--- config.mk ---
export PLATFORM = sky130hd
export DESIGN_NAME = hdr_pkt_parser
export DESIGN_NICKNAME = d
export VERILOG_FILES = /design/src/rtl/hpp_pkg.sv /design/src/rtl/hpp_ctrl.sv /design/src/rtl/hpp_datapath.sv /design/src/rtl/hdr_pkt_parser.sv
export SDC_FILE = /design/constraint.sdc
export NUM_CORES = 1
export LEC_CHECK = 0
export ABC_AREA = 1
export BUFFER_PORTS_ARGS = -buffer_cell sky130_fd_sc_hd__buf_2
export CORE_MARGIN = 2
export CORE_UTILIZATION = 30
export DETAILED_ROUTE_END_ITERATION = 8
export PLACE_DENSITY = 0.5
export SETUP_SLACK_MARGIN = 0.2
export SYNTH_ARGS = -nofsm -noshare
export SYNTH_HDL_FRONTEND = slang
export SYNTH_SLANG_ARGS = --single-unit
--- constraint.sdc ---
create_clock -name clk -period 1.1 [get_ports clk]
set_input_delay 0.055 -clock clk [delete_from_list [all_inputs] [get_ports clk]]
set_output_delay 0.055 -clock clk [all_outputs]
set_load 0.03 [all_outputs]
--- src/rtl/hpp_pkg.sv ---
`timescale 1ns/1ps
package hpp_pkg;

  // Strobes from control to datapath, one per registered action.
  typedef struct packed {
    logic loadHdr;
    logic passBeat;
    logic markStart;
    logic markEnd;
    logic flagHdr;
    logic flagTrunc;
  } ctlStrobe_t;

  typedef enum logic {
    S_WAIT = 1'b0,
    S_BODY = 1'b1
  } parseState_t;

endpackage

--- src/rtl/hpp_ctrl.sv ---
`timescale 1ns/1ps
module hpp_ctrl
  import hpp_pkg::*;
#(
  parameter int LEN_W = 4
) (
  input  logic             clk,
  input  logic             rstN,
  input  logic             byteValid,
  input  logic             abortIn,
  input  logic             hdrIdle,
  input  logic             hdrBad,
  input  logic [LEN_W-1:0] hdrLen,
  output ctlStrobe_t       strb,
  output logic             inWait
);

  parseState_t      state, nextState;
  logic [LEN_W-1:0] remaining, nextRem;

  always_comb begin
    strb      = '0;
    nextState = state;
    nextRem   = remaining;
    if (abortIn) begin
      strb.flagTrunc = (state == S_BODY);
      nextState      = S_WAIT;
      nextRem        = '0;
    end else if (byteValid) begin
      if (state == S_WAIT) begin
        if (hdrIdle) begin
          nextState = S_WAIT;
        end else if (hdrBad) begin
          strb.flagHdr = 1'b1;
        end else begin
          strb.loadHdr   = 1'b1;
          strb.markStart = 1'b1;
          if (hdrLen == '0) begin
            strb.markEnd = 1'b1;
          end else begin
            nextState = S_BODY;
            nextRem   = hdrLen;
          end
        end
      end else begin
        strb.passBeat = 1'b1;
        nextRem       = remaining - 1'b1;
        if (remaining == LEN_W'(1)) begin
          strb.markEnd = 1'b1;
          nextState    = S_WAIT;
        end
      end
    end
  end

  always_ff @(posedge clk) begin
    if (!rstN) begin
      state     <= S_WAIT;
      remaining <= '0;
    end else begin
      state     <= nextState;
      remaining <= nextRem;
    end
  end

  assign inWait = (state == S_WAIT);

  // While inside a payload there is always at least one byte still owed.
  p_body_owes_r7: assert property (@(posedge clk) disable iff (!rstN)
    (state == S_BODY) |-> (remaining != '0));

  // Leaving the payload state without an abort must mark the packet end.
  p_exit_marks_end_r7: assert property (@(posedge clk) disable iff (!rstN)
    (state == S_BODY && !abortIn && byteValid && remaining == LEN_W'(1)) |=> (state == S_WAIT));

endmodule

--- src/rtl/hpp_datapath.sv ---
`timescale 1ns/1ps
module hpp_datapath
  import hpp_pkg::*;
#(
  parameter int              DATA_W    = 8,
  parameter int              LEN_W     = 4,
  parameter logic [DATA_W-1:0] IDLE_CODE = 8'h55
) (
  input  logic                    clk,
  input  logic                    rstN,
  input  logic [DATA_W-1:0]       byteData,
  input  ctlStrobe_t              strb,
  output logic                    hdrIdle,
  output logic                    hdrBad,
  output logic [LEN_W-1:0]        hdrLen,
  output logic [DATA_W-LEN_W-1:0] pktType,
  output logic [LEN_W-1:0]        pktLen,
  output logic                    startOut,
  output logic                    endOut,
  output logic                    beatValid,
  output logic [DATA_W-1:0]       beatData,
  output logic                    hdrErr,
  output logic                    truncErr
);

  localparam int TYPE_W = DATA_W - LEN_W;

  logic [TYPE_W-1:0] hdrType;

  assign hdrType = byteData[DATA_W-1:LEN_W];
  assign hdrLen  = byteData[LEN_W-1:0];
  assign hdrIdle = (byteData == IDLE_CODE);
  assign hdrBad  = (hdrType == '0) || (&byteData);

  always_ff @(posedge clk) begin
    if (!rstN) begin
      pktType   <= '0;
      pktLen    <= '0;
      startOut  <= 1'b0;
      endOut    <= 1'b0;
      beatValid <= 1'b0;
      beatData  <= '0;
      hdrErr    <= 1'b0;
      truncErr  <= 1'b0;
    end else begin
      startOut  <= strb.markStart;
      endOut    <= strb.markEnd;
      beatValid <= strb.passBeat;
      hdrErr    <= strb.flagHdr;
      truncErr  <= strb.flagTrunc;
      if (strb.loadHdr) begin
        pktType <= hdrType;
        pktLen  <= hdrLen;
      end
      if (strb.passBeat) begin
        beatData <= byteData;
      end
    end
  end

  // Header fields only change when a header is accepted.
  p_fields_stable_r1: assert property (@(posedge clk) disable iff (!rstN)
    !startOut |-> ($stable(pktType) || $past(!rstN)) || $past(strb.loadHdr));

  // Exactly one of start, header error, truncation per cycle at most.
  p_event_excl_r3: assert property (@(posedge clk) disable iff (!rstN)
    $onehot0({startOut, hdrErr, truncErr}));

endmodule

--- src/rtl/hdr_pkt_parser.sv ---
`timescale 1ns/1ps
module hdr_pkt_parser
  import hpp_pkg::*;
#(
  parameter int                DATA_W    = 8,
  parameter int                LEN_W     = 4,
  parameter logic [DATA_W-1:0] IDLE_CODE = 8'h55
) (
  input  logic                    clk,
  input  logic                    rstN,
  input  logic                    byteValid,
  input  logic [DATA_W-1:0]       byteData,
  input  logic                    abortIn,
  output logic [DATA_W-LEN_W-1:0] pktType,
  output logic [LEN_W-1:0]        pktLen,
  output logic                    startOut,
  output logic                    endOut,
  output logic                    beatValid,
  output logic [DATA_W-1:0]       beatData,
  output logic                    hdrErr,
  output logic                    truncErr
);

  ctlStrobe_t       strb;
  logic             hdrIdle;
  logic             hdrBad;
  logic [LEN_W-1:0] hdrLen;
  logic             inWait;

  hpp_ctrl #(.LEN_W(LEN_W)) i_ctrl (
    .clk       (clk),
    .rstN      (rstN),
    .byteValid (byteValid),
    .abortIn   (abortIn),
    .hdrIdle   (hdrIdle),
    .hdrBad    (hdrBad),
    .hdrLen    (hdrLen),
    .strb      (strb),
    .inWait    (inWait)
  );

  hpp_datapath #(.DATA_W(DATA_W), .LEN_W(LEN_W), .IDLE_CODE(IDLE_CODE)) i_datapath (
    .clk       (clk),
    .rstN      (rstN),
    .byteData  (byteData),
    .strb      (strb),
    .hdrIdle   (hdrIdle),
    .hdrBad    (hdrBad),
    .hdrLen    (hdrLen),
    .pktType   (pktType),
    .pktLen    (pktLen),
    .startOut  (startOut),
    .endOut    (endOut),
    .beatValid (beatValid),
    .beatData  (beatData),
    .hdrErr    (hdrErr),
    .truncErr  (truncErr)
  );

  p_idle_dropped_r4: assert property (@(posedge clk) disable iff (!rstN)
    (byteValid && !abortIn && inWait && byteData == IDLE_CODE)
      |=> (!startOut && !hdrErr && !beatValid));

  p_bad_header_r3: assert property (@(posedge clk) disable iff (!rstN)
    (byteValid && !abortIn && inWait && byteData != IDLE_CODE &&
     (byteData[DATA_W-1:LEN_W] == '0 || &byteData)) |=> (hdrErr && !startOut));

  p_zero_len_r6: assert property (@(posedge clk) disable iff (!rstN)
    (startOut && pktLen == '0) |-> (endOut && !beatValid));

  p_trunc_cause_r8: assert property (@(posedge clk) disable iff (!rstN)
    truncErr |-> $past(abortIn));

  p_abort_quiet_r9: assert property (@(posedge clk) disable iff (!rstN)
    abortIn |=> (!startOut && !beatValid && !hdrErr && !endOut));

  p_beat_source_r10: assert property (@(posedge clk) disable iff (!rstN)
    beatValid |-> $past(byteValid));

endmodule

== After elaboration in Yosys (flattened, before gate mapping) ==
Cells that the tools add are included.

* Flip-flop bits (word level): 26
* Input bits: 12
* Output and inout bits: 21
* Logic and storage cells: 50

* $add $sub $neg: 1
* Equal/unequal tests: 5
* Multiplexer cells: 23
* Bitwise logic cells: 2
* Reductions and logical operators: 9

{| class="wikitable"
|+ Operators with widths
! kind !! count
|-
| two-way mux 4 bit || 4
|-
| two-way mux 1 bit || 15
|-
| two-way mux 5 bit || 2
|-
| == test 8 x 7 -> 1 bit (second input constant) || 1
|-
| zero test 4 bit || 2
|-
| AND reduction 8 bit || 1
|-
| != test 2 x 1 -> 1 bit (second input constant) || 3
|-
| OR reduction 5 bit || 1
|-
| == test 4 x 1 -> 1 bit (second input constant) || 1
|-
| AND reduction 4 bit || 1
|-
| subtractor 4 x 1 -> 4 bit (second input constant) || 1
|-
| two-way mux 3 bit || 1
|-
| OR reduction 3 bit || 1
|-
| two-way mux 2 bit || 1
|-
| NOT 1 bit || 2
|-
| AND reduction 2 bit || 1
|-
| OR reduction 2 bit || 1
|-
| logical OR 1 bit || 1
|}

== Depth between registers and ports, before layout ==
* Depth after elaboration: 7
* Mapped depth: 10
* Mapped depth without buffers: 9

== By module ==
From an unflattened synthesis, not the netlist that was laid out.

* Cells, all modules: 171
* Area total of the unflattened synthesis: 1198.6 um2

{| class="wikitable"
|+ By module, submodules not included
! module !! instances !! cells each !! area an instance (um2) !! sequential area each (um2)
|-
| hpp_datapath || 1 || 102 || 774.5 || 420.4
|-
| hpp_ctrl || 1 || 69 || 424.2 || 100.1
|}

== Least setup slack after synthesis ==
OpenSTA, ideal clock, no wires.

* Kind: flip-flop to flip-flop
* Start: reg i_ctrl.state
* End: reg i_ctrl.remaining[0]
* Library setup time: 0.113 ns
* Arrival: 1.037 ns
* Data required time: 0.987 ns
* Path slack: -0.051 ns
* Stages on the path, launching flop included: 8
* Buffers on the path: 1
* Clock period less this slack: 1.151 ns
* Cell sequence: dfxtp_1 > inv_2 > clkbuf_1 > nand3_1 > nand3_2 > nand2_1 > nand2_1 > nor2_1

* Word-level cells in the longest chain between the ends: 2
* Elaborated cells between the ends (all ways): 5
* Those cells by class: 3 x eq/ne; 1 x mux; 1 x reduce/logical

{| class="wikitable"
|+ Ends and longest elaborated chain
! element !! RTL line !! text
|-
| start: declaration || hpp_ctrl.sv:18 || <nowiki>parseState_t state, nextState;</nowiki>
|-
| start signal: assignment || hpp_ctrl.sv:61 || <nowiki>state <= nextState;</nowiki>
|-
| != test 2 x 1 -> 1 bit (no source line) || -- ||
|-
| AND reduction 4 bit (no source line) || -- ||
|-
| end signal: assignment || hpp_ctrl.sv:62 || <nowiki>remaining <= nextRem;</nowiki>
|-
| end: declaration || hpp_ctrl.sv:19 || <nowiki>logic [LEN_W-1:0] remaining, nextRem;</nowiki>
|}

Parallel ways exist; a longest one is shown, timed or not.
A chain may end at the register's enable or synchronous reset.

== Final worst setup path ==
* Start: reg i_ctrl.state
* End: reg i_datapath.pktType[0]

* Word-level cells in the longest chain between the ends: 3

{| class="wikitable"
|+ Ends and longest elaborated chain
! element !! RTL line !! text
|-
| two-way mux 1 bit || hpp_ctrl.sv:30 || <nowiki>if (state == S_WAIT) begin</nowiki>
|-
| two-way mux 5 bit || hpp_ctrl.sv:29 || <nowiki>end else if (byteValid) begin</nowiki>
|-
| two-way mux 5 bit || hpp_ctrl.sv:25 || <nowiki>if (abortIn) begin</nowiki>
|-
| end signal: assignment || hpp_datapath.sv:52 || <nowiki>pktType <= hdrType;</nowiki>
|-
| end: declaration || hpp_datapath.sv:16 || <nowiki>output logic [DATA_W-LEN_W-1:0] pktType,</nowiki>
|}

Every way passes these cells.

==> flow_metrics.py <==
metrics = {
    "sta": {
        "finClkSkew_ps": 2.24,
        "fmax_ghz": 0.901,
        "finalCriticalPeriod_ps": 1110,
        "setup_viol": 1,
        "finalHoldViolCount": 0,
        "max_slew.worst_pin.slew_ps": 245,
        "setup_ws_ps": -9.36,
        "slew_viol_final": 0,
        "grt_setup_unrepaired": "yes",
        "holdWs_ps": 45.1,
        "relSlewSlack": 0.836,
        "period_share": 1.01,
        "setup_tns_ps": -9.36,
    },
    "clock_tree": {
        "cts_buffer_depth": 2,
        "hold_buffers": 0,
        "clkSinkCount": 26,
        "cts_buffers": 3,
        "cts_tree": "built",
        "clkLatencyLatePin_ps": 280,
        "clkTransAtPathRegs_ps": 100,
        "root_buffer": "clkbuf_8",
        "htreeDepth": 1,
    },
    "setup_path": {
        "crit_chain": "inv_6 -> nand2_4 -> nor2_4 -> nand2_4 -> nor2_1 -> nor2_1",
        "slowest_stage": "dfxtp_4",
        "critPathKind": "register to register",
        "end_kind": "register",
        "arrival_ps": 1290,
        "cp-start-kind": "register",
        "cp_max_fo": 8,
        "path_delay_family": "simple AND/OR/NAND/NOR gates",
        "crit_buf_inv": 1,
        "cp_slowest_stage_delay_ps": 380,
        "required_ps": 1280,
    },
    "cells_and_area": {
        "drive_gt1_frac": 0.422,
        "final_nets": 247,
        "syn_to_final_growth_pct": 47.1,
        "final_util": 0.457,
        "final_area_um2": 1810,
        "antennaDiodeCount": 0,
    },
    "synthesis": {
        "synth_edf_count": 0,
        "synth_xor_area_frac": 0.00711,
        "synth_top_area_frac": 0.422,
        "avgSynthCellArea_um2": 6.92,
        "ys.flop_type": "dfxtp_1",
        "synthArstFlopShare": 0,
        "synth.distinct_cells": 23,
        "yosys-top-cells-count": "43 x nand2_1, 35 x nor2_1, 26 x dfxtp_1, 18 x inv_1, 10 x o21ai_0",
        "netlist_instances": 178,
        "synth.most_common_cell": "nand2_1",
        "synthAdderAreaFrac": 0.0203,
        "yosys.area.top_type": "dfxtp_1",
        "ys_warn_count": 0,
        "synth_top_family_by_area": "simple AND/OR/NAND/NOR gates",
        "synth_mux_area_frac": 0,
        "syn_nets": 192,
        "synth_area_um2": 1230,
        "synth-simple-area-share": 0.368,
        "synth-seq-cells": 26,
        "yosys-top-cells-area": "dfxtp_1 42%, nand2_1 13%, nor2_1 11%",
        "synth_compound_area_frac": 0.0893,
        "ys_seq_area_frac": 0.422,
    },
    "route": {
        "drtIter0Drc": 53,
        "totalWireLength_um": 3060,
        "dr.pass1.iters": 4,
        "route.detailed.drc": 0,
        "via_per_inst": 4.27,
        "vias": 1205,
        "wl_per_cell_um": 10.8,
        "drtAntennaViolNets": 0,
    },
    "placed_design": {
        "placed_area_um2": 1590,
        "gp_congestion": 0.713,
        "hpwl_um": 2170,
        "port_buffers": 32,
    },
    "floorplanning": {
        "row_count": 23,
        "die-area_um2": 4640,
        "die_w_um": 68.1,
        "io_pins": 33,
        "core_area_um2": 3970,
        "start_util": 0.310,
        "die_y_um": 68.1,
    },
    "pwr": {
        "power_leakage_nw": 0.894,
        "powerDensity_nw_per_um2": 1160,
        "ir_worst_vdd_uv": 535,
    },
    "hold_path": {
        "worstHoldPathType": "input port to register",
    },
    "global_route": {
        "grt_overflow": 0,
        "grt_max_degree": 18,
        "antenna_found_initial": 0,
        "grtUsageTotal": 0.150,
        "grt_pass1_vias": 1102,
        "grt_pass1_wl_um": 5190,
    },
    "outcome": {
        "violations": "negative setup slack",
        "status": "complete, but fails checks",
    },
    "run": {
        "maxCapViolations": 0,
    },
}
[what timing repair did]
item	4_1_cts	5_1_grt
cloned	0	1
pin swaps	9	10
setup endpoints to repair	24	32
buffers inserted	0	4
resized for setup	14	28
[worst register-to-register path: stages, from the launching register on]
cell     delay [ps]
dfxtp_4         380
inv_6            80
nand2_4          50
nor2_4          210
nand2_4         130
nor2_1          110
nor2_1           50
[logic make-up (layout without fill, tap and decap cells)]
group | Yosys count | after routing
xor gates and xnor gates | 1 | 1
DFF | 26 | 26
and+or+nand+nor | 101 | 102
buffers and inverters | 26 | 79
AOI/OAI and AO/OA | 22 | 22
adders and majority gates | 2 | 2
[power by group]
part,switching (mW),internal (mW),leakage [nW]
registers,0.0215,0.982,0.214
logic,0.270,0.173,0.652
clock network,0.326,0.321,0.0288
[worst paths after layout]
check | startpoint | end | slack, ps | cells past startpoint
max | i_ctrl.state | i_datapath.pktType[0] | -9 | 6
min | rstN | i_datapath.truncErr | 50 | 3
min reg2reg | i_datapath.pktLen[1] | i_datapath.pktLen[1] | 510 | 4
max reg2reg | i_ctrl.state | i_datapath.pktType[0] | -9 | 6
[registers in the layout (all words and copies together), names as in the netlist]
signal                flops
i_datapath.pktLen         4
i_datapath.hdrErr         1
i_datapath.truncErr       1
i_ctrl.remaining          4
i_datapath.beatValid      1
i_ctrl.state              1
i_datapath.beatData       8
i_datapath.endOut         1
i_datapath.pktType        4
i_datapath.startOut       1
[area by class of cell]
cell class	instances	area, um^2
inverter	21	83.8
timing repair buffer	54	365
clock buffer	4	55.1
fill	428	2160
tap	50	62.6
sequential	26	527
multi-input combinational	127	719
[through the flow]
step | cells | setup WS [ps] | total power [mW]
2_1_floorplan | 178 | 105 | 1.28
3_3_place_gp | 273 | -45.4 | 1.41
3_5_place_dp | 273 | -22.3 | 1.41
4_1_cts | 277 | 45.8 | 2.06
5_1_grt | 282 | -71.9 | 2.20
6_report | 282 | -9.36 | 2.09
[placed cells by master (no fill, tap or decap), types with 2 or more instances in the layout]
cell type / instances
dfxtp_2: 2
o21ai_1: 5
nand2_1: 37
nand2_4: 2
nor2_1: 31
inv_2: 6
dfxtp_1: 23
nor3_1: 3
nand3_2: 2
o21ai_0: 7
buf_4: 22
a21oi_1: 8
clkbuf_4: 5
nand2_2: 9
clkbuf_8: 4
nor2_2: 5
buf_2: 24
nand3_4: 2
buf_6: 2
inv_1: 14
nand3_1: 5
ha_4: 2
[routing by layer]
layer	GRT usage	wire (um)
met1	0.216	1540
met2	0.218	1360
met3	0.0230	104
met4	0.0675	52
met5	0	0
(Power assumes the default switching activity.)
